## src/rtl/cwp_pkg.sv

```systemverilog
package cwp_pkg;
    localparam int CFG_W          = 8;
    localparam int CSR_W          = 16;
    localparam int CFG_SWRST_BIT  = 2;
    localparam int CFG_WAKE_BASE  = 4;
    localparam int CFG_TMR_BIT    = 7;
    localparam int CSR_PMEEN_BIT  = 8;
    localparam int CSR_STATUS_BIT = 15;

    typedef enum logic {
        ST_IDLE    = 1'b0,
        ST_PENDING = 1'b1
    } pme_state_e;
endpackage

```

## src/rtl/cwp_sync.sv

```systemverilog
module cwp_sync #(
    parameter int W      = 4,
    parameter int STAGES = 2
) (
    input  logic         clk,
    input  logic         rst_n,
    input  logic [W-1:0] d,
    output logic [W-1:0] q
);
    logic [W-1:0] stg [STAGES];

    always_ff @(posedge clk or negedge rst_n) begin
        if (!rst_n) begin
            for (int i = 0; i < STAGES; i++) stg[i] <= '0;
        end else begin
            stg[0] <= d;
            for (int i = 1; i < STAGES; i++) stg[i] <= stg[i-1];
        end
    end

    assign q = stg[STAGES-1];
endmodule

```

## src/rtl/cwp_cfg.sv

```systemverilog
module cwp_cfg
    import cwp_pkg::*;
#(
    parameter int NUM_LANES = 2
) (
    input  logic                 clk,
    input  logic                 rst_n,
    input  logic                 wr,
    input  logic [CFG_W-1:0]     wdata,
    output logic [NUM_LANES-1:0] wake_en,
    output logic                 tmr_en,
    output logic [CFG_W-1:0]     rdata
);
    logic [NUM_LANES-1:0] en_q;
    logic                 tmr_q;
    logic                 swrst_q;
    logic                 unused_wbits;

    always_ff @(posedge clk or negedge rst_n) begin
        if (!rst_n) begin
            en_q    <= '0;
            tmr_q   <= 1'b0;
            swrst_q <= 1'b0;
        end else if (wr) begin
            swrst_q <= wdata[CFG_SWRST_BIT];
            tmr_q   <= wdata[CFG_TMR_BIT];
            en_q    <= wdata[CFG_SWRST_BIT] ? '0
                                            : wdata[CFG_WAKE_BASE +: NUM_LANES];
        end
    end

    always_comb begin
        rdata                                = '0;
        rdata[CFG_SWRST_BIT]                 = swrst_q;
        rdata[CFG_TMR_BIT]                   = tmr_q;
        rdata[CFG_WAKE_BASE +: NUM_LANES]    = en_q;
    end

    assign wake_en      = en_q;
    assign tmr_en       = tmr_q;
    assign unused_wbits = ^wdata;

    assert_swrst_clears_en_R3: assert property (@(posedge clk) disable iff (!rst_n)
        (wr && wdata[CFG_SWRST_BIT]) |=> (wake_en == '0));

    assert_cfg_hold_R2: assert property (@(posedge clk) disable iff (!rst_n)
        !wr |=> $stable(rdata));
endmodule

```

## src/rtl/cwp_pme_fsm.sv

```systemverilog
module cwp_pme_fsm
    import cwp_pkg::*;
(
    input  logic clk,
    input  logic rst_n,
    input  logic wake_hit,
    input  logic timer_hit,
    input  logic clr_req,
    output logic status,
    output logic wake_flag
);
    pme_state_e state_q, state_d;
    logic       any_event;
    logic       clr_ok;

    assign any_event = wake_hit | timer_hit;
    assign clr_ok    = clr_req & ~any_event;

    always_ff @(posedge clk or negedge rst_n) begin
        if (!rst_n) state_q <= ST_IDLE;
        else        state_q <= state_d;
    end

    always_comb begin
        state_d = state_q;
        unique case (state_q)
            ST_IDLE:    if (any_event) state_d = ST_PENDING;
            ST_PENDING: if (clr_ok)    state_d = ST_IDLE;
            default:    state_d = ST_IDLE;
        endcase
    end

    always_ff @(posedge clk or negedge rst_n) begin
        if (!rst_n)        wake_flag <= 1'b0;
        else if (wake_hit) wake_flag <= 1'b1;
        else if (clr_ok)   wake_flag <= 1'b0;
    end

    always_comb begin
        status = (state_q == ST_PENDING);
    end

    assert_status_sticky_R10: assert property (@(posedge clk) disable iff (!rst_n)
        (status && !clr_req) |=> status);

    assert_clear_releases_R10: assert property (@(posedge clk) disable iff (!rst_n)
        (status && clr_req && !wake_hit && !timer_hit) |=> !status);

    assert_event_beats_clear_R11: assert property (@(posedge clk) disable iff (!rst_n)
        (clr_req && (wake_hit || timer_hit)) |=> status);

    assert_rise_has_cause_R4: assert property (@(posedge clk) disable iff (!rst_n)
        $rose(status) |-> $past(wake_hit || timer_hit));
endmodule

```

## src/rtl/codec_wake_pme.sv

```systemverilog
module codec_wake_pme
    import cwp_pkg::*;
#(
    parameter int NUM_LANES   = 2,
    parameter int SYNC_STAGES = 2
) (
    input  logic                 clk,
    input  logic                 rst_n,
    input  logic                 cfg_wr,
    input  logic [CFG_W-1:0]     cfg_wdata,
    output logic [CFG_W-1:0]     cfg_rdata,
    input  logic                 csr_wr,
    input  logic [CSR_W-1:0]     csr_wdata,
    input  logic                 codec_pd,
    input  logic                 bit_clk,
    input  logic [NUM_LANES-1:0] codec_sdin,
    input  logic                 timer_expired,
    output logic                 pme_status,
    output logic                 wake_event,
    output logic                 pme_n
);
    localparam int SW = NUM_LANES + 2;

    logic [SW-1:0]        sync_q;
    logic [NUM_LANES-1:0] sdin_s, sdin_prev, lane_hit;
    logic [NUM_LANES-1:0] wake_en;
    logic                 pd_s, bclk_s, window;
    logic                 tmr_en, wake_hit, timer_hit, clr_req;
    logic                 pme_en_q;
    logic                 unused_csr;

    cwp_sync #(.W(SW), .STAGES(SYNC_STAGES)) u_sync (
        .clk   (clk),
        .rst_n (rst_n),
        .d     ({bit_clk, codec_pd, codec_sdin}),
        .q     (sync_q)
    );

    assign sdin_s = sync_q[NUM_LANES-1:0];
    assign pd_s   = sync_q[NUM_LANES];
    assign bclk_s = sync_q[NUM_LANES+1];
    assign window = pd_s & ~bclk_s;

    always_ff @(posedge clk or negedge rst_n) begin
        if (!rst_n) sdin_prev <= '0;
        else        sdin_prev <= sdin_s;
    end

    generate
        for (genvar g = 0; g < NUM_LANES; g++) begin : g_lane
            assign lane_hit[g] = wake_en[g] & sdin_s[g] & ~sdin_prev[g];
        end
    endgenerate

    assign wake_hit  = window & (|lane_hit);
    assign timer_hit = timer_expired & tmr_en;
    assign clr_req   = csr_wr & csr_wdata[CSR_STATUS_BIT];

    cwp_cfg #(.NUM_LANES(NUM_LANES)) u_cfg (
        .clk     (clk),
        .rst_n   (rst_n),
        .wr      (cfg_wr),
        .wdata   (cfg_wdata),
        .wake_en (wake_en),
        .tmr_en  (tmr_en),
        .rdata   (cfg_rdata)
    );

    cwp_pme_fsm u_fsm (
        .clk       (clk),
        .rst_n     (rst_n),
        .wake_hit  (wake_hit),
        .timer_hit (timer_hit),
        .clr_req   (clr_req),
        .status    (pme_status),
        .wake_flag (wake_event)
    );

    always_ff @(posedge clk or negedge rst_n) begin
        if (!rst_n)      pme_en_q <= 1'b0;
        else if (csr_wr) pme_en_q <= csr_wdata[CSR_PMEEN_BIT];
    end

    assign pme_n      = ~(pme_status & pme_en_q);
    assign unused_csr = ^csr_wdata;

    assert_wake_needs_window_R7: assert property (@(posedge clk) disable iff (!rst_n)
        $rose(wake_event) |-> $past(window));

    assert_timer_gated_R9: assert property (@(posedge clk) disable iff (!rst_n)
        (timer_expired && !tmr_en && !wake_hit && !pme_status) |=> !pme_status);

    assert_pin_quiet_R12: assert property (@(posedge clk) disable iff (!rst_n)
        !pme_status |-> pme_n);
endmodule

```

## config.mk

```make
export PLATFORM = sky130hd
export DESIGN_NAME = codec_wake_pme
export DESIGN_NICKNAME = d
export VERILOG_FILES = /design/src/rtl/cwp_pkg.sv /design/src/rtl/cwp_sync.sv /design/src/rtl/cwp_cfg.sv /design/src/rtl/cwp_pme_fsm.sv /design/src/rtl/codec_wake_pme.sv
export SDC_FILE = /design/constraint.sdc
export NUM_CORES = 1
export LEC_CHECK = 0
export BUFFER_PORTS_ARGS = -buffer_cell sky130_fd_sc_hd__buf_2
export CELL_PAD_IN_SITES_DETAIL_PLACEMENT = 1
export CELL_PAD_IN_SITES_GLOBAL_PLACEMENT = 1
export CORE_UTILIZATION = 25
export CTS_BUF_LIST = sky130_fd_sc_hd__clkbuf_2
export CTS_CLUSTER_SIZE = 40
export DETAILED_ROUTE_END_ITERATION = 16
export PLACE_DENSITY_LB_ADDON = 0.1
export SYNTH_ARGS = -nofsm -noshare
export SYNTH_HDL_FRONTEND = slang
export SYNTH_SLANG_ARGS = --single-unit
```

## constraint.sdc

```tcl
create_clock -name clk -period 1.7 [get_ports clk]
set_input_delay 0.255 -clock clk [delete_from_list [all_inputs] [get_ports clk]]
set_output_delay 0.255 -clock clk [all_outputs]
set_load 0.01 [all_outputs]
```

=== Word level (Yosys, flattened, before mapping) ===
Cells that the tools add are included.
Widths: inputs -> output; s select.

* Output and inout port bits: 11
* Register bits after elaboration: 17
* Logic and storage cells: 34

* Muxes and demuxes: 6
* Bitwise operators: 17
* Reductions and logical operators: 2

{| class="wikitable"
|+ Operator list
! cell !! number
|-
| $and 1x1->1 || 10
|-
| $not 1->1 || 6
|-
| $mux 1 || 4
|-
| $mux 2 || 1
|-
| $pmux 1 s2 || 1
|-
| $reduce_bool 2->1 || 1
|-
| $reduce_or 2->1 || 1
|-
| $or 1x1->1 || 1
|}

=== Depth between registers and ports, before layout ===
Gate-level depths: netlist of the first run.

* Depth after elaboration: 9
* Depth in mapped cells: 3
* Gate-level depth less buffers: 3

=== By module ===
Synthesis of the first run repeated with hierarchy kept, for this count alone.

* Cell total of the unflattened synthesis: 51
* Area total of the unflattened synthesis: 659.4 sq um

{| class="wikitable"
|+ By module, submodules not included
! module !! times used !! sequential area each (sq um) !! cells each !! area each (sq um)
|-
| cwp_sync || 1 || 200.2 || 12 || 230.2
|-
| cwp_cfg || 1 || 100.1 || 21 || 219.0
|-
| codec_wake_pme || 1 || 75.1 || 11 || 133.9
|-
| cwp_pme_fsm || 1 || 50.0 || 7 || 76.3
|}

=== Worst setup path after synthesis of the first run ===
No wires, ideal clock.

* Path type: register to register
* Start: reg u_cfg.en_q[1] (netlist: u_cfg.wake_en[1])
* End: reg u_fsm.state_q (netlist: u_fsm.status)
* Required time: 1.574 ns
* Data arrival time: 0.813 ns
* Slack: 0.761 ns
* Clock period less this slack: 0.939 ns
* Path buffers: 0
* Cell stages (with the launch flop): 4
* Setup time: 0.126 ns
* Cells stage by stage: dfrtp_1 -> nand3b_1 -> a21oi_2 -> a221o_1

* Longest elaborated chain between the ends: 9
* Elaborated cells on any way between the ends: 10

{| class="wikitable"
|+ Ends and longest elaborated chain
! element !! RTL line !! RTL
|-
| start, declared || cwp_cfg.sv:14 || <nowiki>logic [NUM_LANES-1:0] en_q;</nowiki>
|-
| start signal, assigned || cwp_cfg.sv:27 || <nowiki>en_q <= wdata[CFG_SWRST_BIT] ? '0</nowiki>
|-
| $and 1x1->1 (*) (2 in series) || codec_wake_pme.sv:51 || <nowiki>assign lane_hit[g] = wake_en[g] & sdin_s[g] & ~sdin_prev[g];</nowiki>
|-
| $reduce_or 2->1 (*) || codec_wake_pme.sv:55 || <nowiki>assign wake_hit = window & (|lane_hit);</nowiki>
|-
| $and 1x1->1 (*) || codec_wake_pme.sv:55 ||
|-
| $or 1x1->1 (*) || cwp_pme_fsm.sv:16 || <nowiki>assign any_event = wake_hit | timer_hit;</nowiki>
|-
| $not 1->1 || cwp_pme_fsm.sv:17 || <nowiki>assign clr_ok = clr_req & ~any_event;</nowiki>
|-
| $and 1x1->1 || cwp_pme_fsm.sv:17 ||
|-
| $mux 1 || cwp_pme_fsm.sv:28 || <nowiki>ST_PENDING: if (clr_ok) state_d = ST_IDLE;</nowiki>
|-
| $pmux 1 s2 (*) || cwp_pme_fsm.sv:26 || <nowiki>unique case (state_q)</nowiki>
|-
| via u_fsm.state_d || cwp_pme_fsm.sv:12 || <nowiki>pme_state_e state_q, state_d;</nowiki>
|-
| end signal, assigned || cwp_pme_fsm.sv:21 || <nowiki>else state_q <= state_d;</nowiki>
|-
| end, declared || cwp_pme_fsm.sv:12 ||
|}

Mark *: on every way through the listed nets, which the timed path passes. The rest lies on a longest branch.
A chain may end at the register's enable or synchronous reset.

=== Worst setup path in the final report of the first run ===
* Start: reg u_fsm.state_q (netlist: u_fsm.status)
* End: out pme_n

* Longest elaborated chain between the ends: 2

{| class="wikitable"
|+ Ends and longest elaborated chain
! element !! RTL line !! RTL
|-
| $and 1x1->1 || codec_wake_pme.sv:84 || <nowiki>assign pme_n = ~(pme_status & pme_en_q);</nowiki>
|-
| $not 1->1 || codec_wake_pme.sv:84 ||
|-
| end, declared || codec_wake_pme.sv:20 || <nowiki>output logic pme_n</nowiki>
|}

Every way passes these cells.

==> out/metrics.sh, run 1 <==
H-TREE-DEPTH=1
CP.BUFFERS_INVERTERS=1
DRIVE_GT1_SHARE_PCT=44.62
DIE_AREA_UM2=2613
FLOORPLAN.INITIALDENSITY_PCT=27.00
STDCELL_COUNT=93
MAX-CAP-VIOLATIONS=0
SYNTH.FF_LATCH_COUNT=17
DRTANTENNAVIOLNETS=0
POWER_FRAC_COMB_PCT=11.9
TIMING.CRITICAL_PATH.FROM_TYPE='register'
REG2REG_SLACK_NS=0.74
CTS.CLK_SLEW.WORST_PATHS_NS=0.16
ARRIVAL_NS=0.89
PLACE_INST=88
CELLPOWERDENSITY_nW_PER_UM2=959.0
GRT_MAX_DEGREE=18
CTS-ROOT-TO-SINK-BUFFERS=2
CTS.REPAIR_TIMING.SETUP_BUFFER_COUNT=0
POST_SYNTH_NUM_CELL_TYPES=12
SEQ_POWER_SHARE_PCT=63.3
IR_WORST_VDD_uV=447.9
FMAXACHIEVABLE_GHz=0.8699
POST_SYNTH_INSTANCE_AREA_UM2=603.1
CELL_AT_THE_ROOT_OF_THE_CLOCK_TREE='sky130_fd_sc_hd__clkbuf_2'
OVERFLOW=0
YOSYS.AREA.TOP_TYPE_SHARE_PCT=70.54
DETAILEDROUTE.FIRSTPASSITERATIONCOUNT=2
DETAILROUTE.VIA_COUNT=368
OUTCOME='finished, final reports clean'
HOLD_PATH_END='u_sync.stg[5]'
DETAILROUTE.WIRELENGTH.MET2_UM=468
CTS_TREE='yes'
DRT_ITER0_DRC=2
ASYNC_RESET_FF_SHARE_PCT=100.0
CTS_MADE_BUFFERS=3
WORSTPATHCELLLIST='nand2_1 -> buf_2'
CLOCK_SKEWS_NS=0.0008020
WIRE_PER_INST_UM=10.81
FINALWORSTSETUPSLACK_NS=0.5504
WORST-SETUP-PATH-TYPE='reg2out'
CRITPATHCAPTURETYPE='output pin'
GPL.FINAL_WEIGHTED_CONGESTION=0.5921
PRECTSSETUPSLACK_NS=0.7447
DESIGN.PORTCOUNT=44
POWER.STATIC_LEAKAGE_nW=0.3710
MET1WIRELENGTH_UM=458
FINAL.FILL_COUNT=260
CRITICAL-PATH-MAX-STAGE-DELAY_NS=0.42
DRC=0
DIEWIDTH_UM=51.12
CELL_INTERNAL_PWR_W=0.0005286
SYNTH_EDF_COUNT=0
TIMING.RR.START='u_cfg.wake_en[1]'
YOSYS.CELL_COUNT.TOP_TYPE='sky130_fd_sc_hd__dfrtp_1'
SYNTH_WARNINGS=0
CRITICAL_PATH_REQUIRED_NS=1.44
CRITICAL-PATH-TOP-DELAY-FAMILY='flip-flops'
DIE_H_UM=51.12
HIGHEST_LAYER='met4'
PERIOD_SHARE_PCT=67.62
FINAL_CORE_UTIL_PCT=33.11
MIN_FROM='codec_sdin[1]'
POWER.SHARE.SWITCHING_PCT=25.46
CTS_NUM_SINKS=17
PLACEMENT.IO_BUFFERS=21
SWITCHINGPOWER_W=0.0001806
FINALSETUPVIOLATIONS=0
FIRST_GLOBAL_VIAS=386
WIRE_LENGTH_OF_THE_FIRST_GLOBAL_ROUTING_PASS_UM=1745
DIODES=0
YOSYSSEQAREASHARE_PCT=70.54
COREAREA_UM2=2233
MIN_PERIOD_NS=1.150
R2R_CELLS=3
FINAL_MAX_SLEW_VIOL_COUNT=0
SYN-MEAN-INSTANCE-AREA_UM2=14.36
GRT_SETUP_UNREPAIRED='false'
VIAS_PER_CELL=3.957
SLOWEST_STAGE='sky130_fd_sc_hd__dfrtp_1'
SYNTH.TOP_CELLS.BY_COUNT='17 x sky130_fd_sc_hd__dfrtp_1, 6 x sky130_fd_sc_hd__buf_4, 4 x sky130_fd_sc_hd__nand3b_1'
WL_MET3_UM=73
POST_CTS_RESIZE_COUNT=0
ROW_COUNT=17
YOSYSTOPAREACELL='sky130_fd_sc_hd__dfrtp_1'
SYNTH_TOP_CELLS_BY_AREA='sky130_fd_sc_hd__dfrtp_1 71%, sky130_fd_sc_hd__buf_4 7.5%, sky130_fd_sc_hd__mux2_2 5.6%'
NETLIST_INSTANCES=42
AREA_GROWTH_PCT=22.61
GRT_USE_TOTAL_PCT=9.367
FINAL_NET_COUNT=99
MIN-DELAY-PATH-CLASS='in2reg'
HOLD_BUFFERS=1
POWER.CLOCK.FRACTION_PCT=24.9
SYNTHFLOPTYPE='sky130_fd_sc_hd__dfrtp_1'
CRITPATHMAXFANOUT=3
FINALHOLDVIOLATIONS=0
HOLD-PATH-CELL-COUNT=1
FINAL.SETUP.TNS_NS=0
CLOCK_INSERTION_DELAY_WORST_SKEW_NS=0.28
NUMBER_OF_ANTENNA_VIOLATIONS_AT_THE_FIRST_CHECK_IN_GLOBAL_ROUTING=0
ROUTED_WIRELENGTH_UM=1005
RR_ENDPOINT='u_fsm.status'
[final cells by class]
cell class | instances | area (um2) | share of cell area [%]
Sequential cell | 17 | 425.4 | 57.53
Multi-Input combinational cell | 20 | 136.4 | 18.44
Timing Repair Buffer | 22 | 115.1 | 15.57
Tap cell | 28 | 35.03 | 4.738
Clock buffer | 3 | 15.01 | 2.030
Inverter | 2 | 7.507 | 1.015
Clock inverter | 1 | 5.005 | 0.6768
[through the flow]
step	cell area (um2)	hold slack, ns	power (W)
after global placement	709.4	0.1966	0.0005397
after global routing	739.5	0.01576	0.0007582
final	739.5	0.06043	0.0007092
after floorplan	614.3	-0.04059	0.0005039
after CTS	739.5	0.03242	0.0007263
after detailed placement	709.4	0.1981	0.0005423
[flip-flops by register name, summed over array words and instances (netlist names)]
signal and count:
u_fsm.wake_flag 1, u_sync.q 4, u_cfg.swrst_q 1, u_cfg.wake_en 2, u_fsm.status 1, u_cfg.tmr_en 1
sdin_prev 2, u_sync.stg 4, pme_en_q 1
[per-layer routing]
layer / vias up / global-route usage (%)
met5: - / 0
li1: 173 / -
met2: 19 / 13.60
met1: 174 / 12.83
met4: 0 / 5.556
met3: 2 / 1.786
[cell usage in the layout, fill, tap and decap left out]
master / netlist / layout
sky130_fd_sc_hd__a21o_1: 2 / 2
sky130_fd_sc_hd__a221o_1: 1 / 1
sky130_fd_sc_hd__nand3b_1: 4 / 4
sky130_fd_sc_hd__nand2_1: 2 / 2
sky130_fd_sc_hd__dlygate4sd3_1: 0 / 1
sky130_fd_sc_hd__nand2b_1: 1 / 1
sky130_fd_sc_hd__buf_2: 0 / 21
sky130_fd_sc_hd__dfrtp_1: 17 / 17
sky130_fd_sc_hd__clkinv_2: 0 / 1
sky130_fd_sc_hd__inv_1: 2 / 2
sky130_fd_sc_hd__clkbuf_2: 0 / 3
sky130_fd_sc_hd__a21oi_2: 1 / 1
sky130_fd_sc_hd__conb_1: 1 / 4
sky130_fd_sc_hd__o21ai_0: 2 / 2
sky130_fd_sc_hd__mux2_2: 3 / 3
[worst max-delay path by stage]
stage | start | endpoint | depth (start not counted)
final | u_fsm.status | pme_n | 2
after global routing | u_fsm.status | pme_n | 2
after CTS | u_fsm.status | pme_n | 2
after detailed placement | u_cfg.wake_en[1] | u_fsm.status | 3
after global placement | u_cfg.wake_en[1] | u_fsm.status | 3
after floorplan | u_cfg.wake_en[1] | u_fsm.status | 3
[cells by family after synthesis]
family | Yosys count | synth area share [%]
simple gates | 7 | 7.263
flops | 17 | 70.54
other cells | 1 | 0.6218
buf+inv | 8 | 8.714
mux | 3 | 5.601
compound gates | 6 | 7.261
[power groups by stage]
stage	clock, W	sequential, W	combinational, W
4_1_cts	0.000190	0.000450	0.0000867
5_1_grt	0.000207	0.000456	0.0000957
3_3_place_gp	0	0.000457	0.0000829
3_5_place_dp	0	0.000457	0.0000849
2_1_floorplan	0	0.000459	0.0000452
6_report	0.000176	0.000449	0.0000843
(Power assumes the default switching activity.)
==> run 2, diff against run 1 <==
==> constraint.sdc (replaced) <==
create_clock -name clk -period 1 [get_ports clk]
set_input_delay 0.15 -clock clk [delete_from_list [all_inputs] [get_ports clk]]
set_output_delay 0.15 -clock clk [all_outputs]
set_load 0.01 [all_outputs]
==> out/metrics.sh, run 2 (synthesis results as in run 1) <==
VIOLATIONS='negative setup slack'
DETAILROUTE.VIA_COUNT=408  # +11%
CELLPOWERDENSITY_nW_PER_UM2=1524  # +59%
OUTCOME='complete, but fails checks'
CRITPATHCAPTURETYPE='output pin'
FINALWORSTSETUPSLACK_NS=-0.08221  # -0.6326 ns
FINALSETUPVIOLATIONS=5  # +5
CLOCK_SKEWS_NS=0.01112  # +0.01031 ns
DRIVE_GT1_SHARE_PCT=45.95  # +1.3 points
GRT_SETUP_UNREPAIRED='true'
CRITICAL-PATH-MAX-STAGE-DELAY_NS=0.42  # about the same
CLOCK_INSERTION_DELAY_WORST_SKEW_NS=0.29  # about the same
REG2REG_SLACK_NS=-0.06  # -0.80 ns
DIEWIDTH_UM=51.12  # unchanged
DESIGN.PORTCOUNT=44  # unchanged
ROW_COUNT=17  # unchanged
LAYOUT_COMMONEST_CELL='sky130_fd_sc_hd__buf_2'
PLACE_INST=89  # +1.1%
VIAS_PER_CELL=4.000  # +1.1%
CTS_MADE_BUFFERS=3  # unchanged
MIN_PERIOD_NS=1.082
SLOWEST_STAGE='sky130_fd_sc_hd__dfrtp_1'
HOLD_SLACK_FINAL_NS=0.08358  # +0.02316 ns
FIRST_GLOBAL_VIAS=429  # +11%
PERIOD_SHARE_PCT=108.2
DIODES=0  # unchanged
MAX-CAP-VIOLATIONS=0  # unchanged
FINAL_MAX_SLEW_VIOL_COUNT=0  # unchanged
CRITPATHMAXFANOUT=2  # -1
CRITICAL-PATH-TOP-DELAY-FAMILY='flip-flops'
TIMING.CRITICAL_PATH.FROM_TYPE='register'
FINAL_NET_COUNT=108  # +9.1%
WORST-SETUP-PATH-TYPE='reg2out'
CP_COMMON_CELL='sky130_fd_sc_hd__buf_6'
H-TREE-DEPTH=1  # unchanged
STDCELL_COUNT=102  # +9.7%
FLOORPLAN.INITIALDENSITY_PCT=27.00  # unchanged
ARRIVAL_NS=0.93  # +0.04 ns
CTS-ROOT-TO-SINK-BUFFERS=2  # unchanged
DRT_ITER0_DRC=2  # unchanged
WIRE_PER_INST_UM=10.44  # -3.4%
CRITICAL_PATH_REQUIRED_NS=0.85  # -0.59 ns
FINALHOLDVIOLATIONS=0  # unchanged
POST-DP-HPWL_UM=746.9
PLACEMENT.IO_BUFFERS=21  # unchanged
WIRE_LENGTH_OF_THE_FIRST_GLOBAL_ROUTING_PASS_UM=1904  # +9.1%
DRTANTENNAVIOLNETS=0  # unchanged
IR_WORST_VDD_uV=762.0  # +70%
CP.BUFFERS_INVERTERS=2  # +1
AREA_GROWTH_PCT=37.14
GRT_MAX_DEGREE=18  # unchanged
ROUTED_WIRELENGTH_UM=1065  # +6.0%
DRC=0  # unchanged
MIN-DELAY-PATH-CLASS='in2reg'
COREAREA_UM2=2233  # unchanged
CTS_NUM_SINKS=17  # unchanged
GPL.FINAL_WEIGHTED_CONGESTION=0.5854  # -1.1%
DIE_H_UM=51.12  # unchanged
OVERFLOW=0  # unchanged
CELL_AT_THE_ROOT_OF_THE_CLOCK_TREE='sky130_fd_sc_hd__clkbuf_2'
FINAL.FILL_COUNT=255  # -1.9%
CTS_TREE='yes'
CTS.CLK_SLEW.WORST_PATHS_NS=0.15  # about the same
FMAXACHIEVABLE_GHz=0.9240
POWER.STATIC_LEAKAGE_nW=0.4150  # +12%
WORSTPATHCELLLIST='buf_6 -> buf_6'
DETAILEDROUTE.FIRSTPASSITERATIONCOUNT=2  # unchanged
FINAL_CELL_MIX='20 x sky130_fd_sc_hd__buf_2, 17 x sky130_fd_sc_hd__dfrtp_1, 5 x sky130_fd_sc_hd__dlygate4sd3_1'
GRT_USE_TOTAL_PCT=10.08  # +0.71 points
DIE_AREA_UM2=2613  # unchanged
NUMBER_OF_ANTENNA_VIOLATIONS_AT_THE_FIRST_CHECK_IN_GLOBAL_ROUTING=0  # unchanged
[run 2: cell count changes in the layout (fill, tap and decap cells not counted)]
cell and change:
sky130_fd_sc_hd__buf_4 +4, sky130_fd_sc_hd__buf_2 -1, sky130_fd_sc_hd__buf_6 +2, sky130_fd_sc_hd__dlygate4sd3_1 +4
[run 2: what timing repair did]
action,CTS,global route
resized for setup,2,0
endpoints found under the setup margin,6,8
hold endpoints to repair,21,0
pin swaps,1,0
hold buffers,5,0
setup buffers,3,1
[run 2: worst reg2reg max path: stages (launching register included)]
cell and delay [ns]:
sky130_fd_sc_hd__dfrtp_1 0.42, sky130_fd_sc_hd__buf_4 0.14, sky130_fd_sc_hd__nand3b_1 0.08, sky130_fd_sc_hd__a21oi_2 0.06, sky130_fd_sc_hd__a221o_1 0.26
[run 2: area by class of cell]
cell class              instances  area, um2  share of cell area [%]
repair buffers                 31      202.7                   24.51
inverters                       2      7.507                  0.9077
well taps                      28      35.03                   4.236
flip-flops and latches         17      425.4                   51.44
clock buffers                   3      15.01                   1.815
clock inverters                 1      5.005                  0.6051
multi-input cells              20      136.4                   16.49
[run 2: report_power, final]
group | switching, W | leakage (nW) | total (W) | internal [W]
clock | 0.000213 | 0.0164 | 0.000303 | 0.0000906
sequential | 0.0000232 | 0.202 | 0.000760 | 0.000737
combinational | 0.0000850 | 0.196 | 0.000197 | 0.000112
total | 0.000321 | 0.415 | 0.00126 | 0.000939
[run 2: path summary, 6_finish.rpt]
| check | cells after the start | to | from |
|---|---|---|---|
| worst max-delay path | 2 | cfg_rdata[4] | u_cfg.wake_en[0] |
| worst min-delay path | 2 | u_cfg.tmr_en | cfg_wdata[7] |
| worst max register to register | 4 | u_fsm.status | u_cfg.wake_en[0] |
| worst min register to register | 0 | u_sync.q[2] | u_sync.stg[6] |
| max in group asynchronous | 2 | u_sync.stg[6] | rst_n |
| min in group asynchronous | 2 | u_sync.stg[5] | rst_n |
[run 2: through the flow]
stage | instance area, um2 | util [%] | setup TNS, ns | setup slack, ns | power [W]
after floorplan | 614.3 | - | 0 | 0.06139 | 0.0008567
after global placement | 716.9 | 32.10 | 0 | 0.04570 | 0.0009217
after detailed placement | 716.9 | 32.10 | 0 | 0.04833 | 0.0009252
after CTS | 819.5 | 36.69 | -0.3432 | -0.1153 | 0.001275
after global routing | 827.0 | 37.03 | -0.6899 | -0.1411 | 0.001344
final | 827.0 | 37.03 | -0.1848 | -0.08221 | 0.001260
[run 2: metal layers]
layer,GRT usage [%],share of wire (%)
met5,0,0
met1,13.45,43
met4,5.556,0.47
met2,14.91,49
met3,2.381,7.7
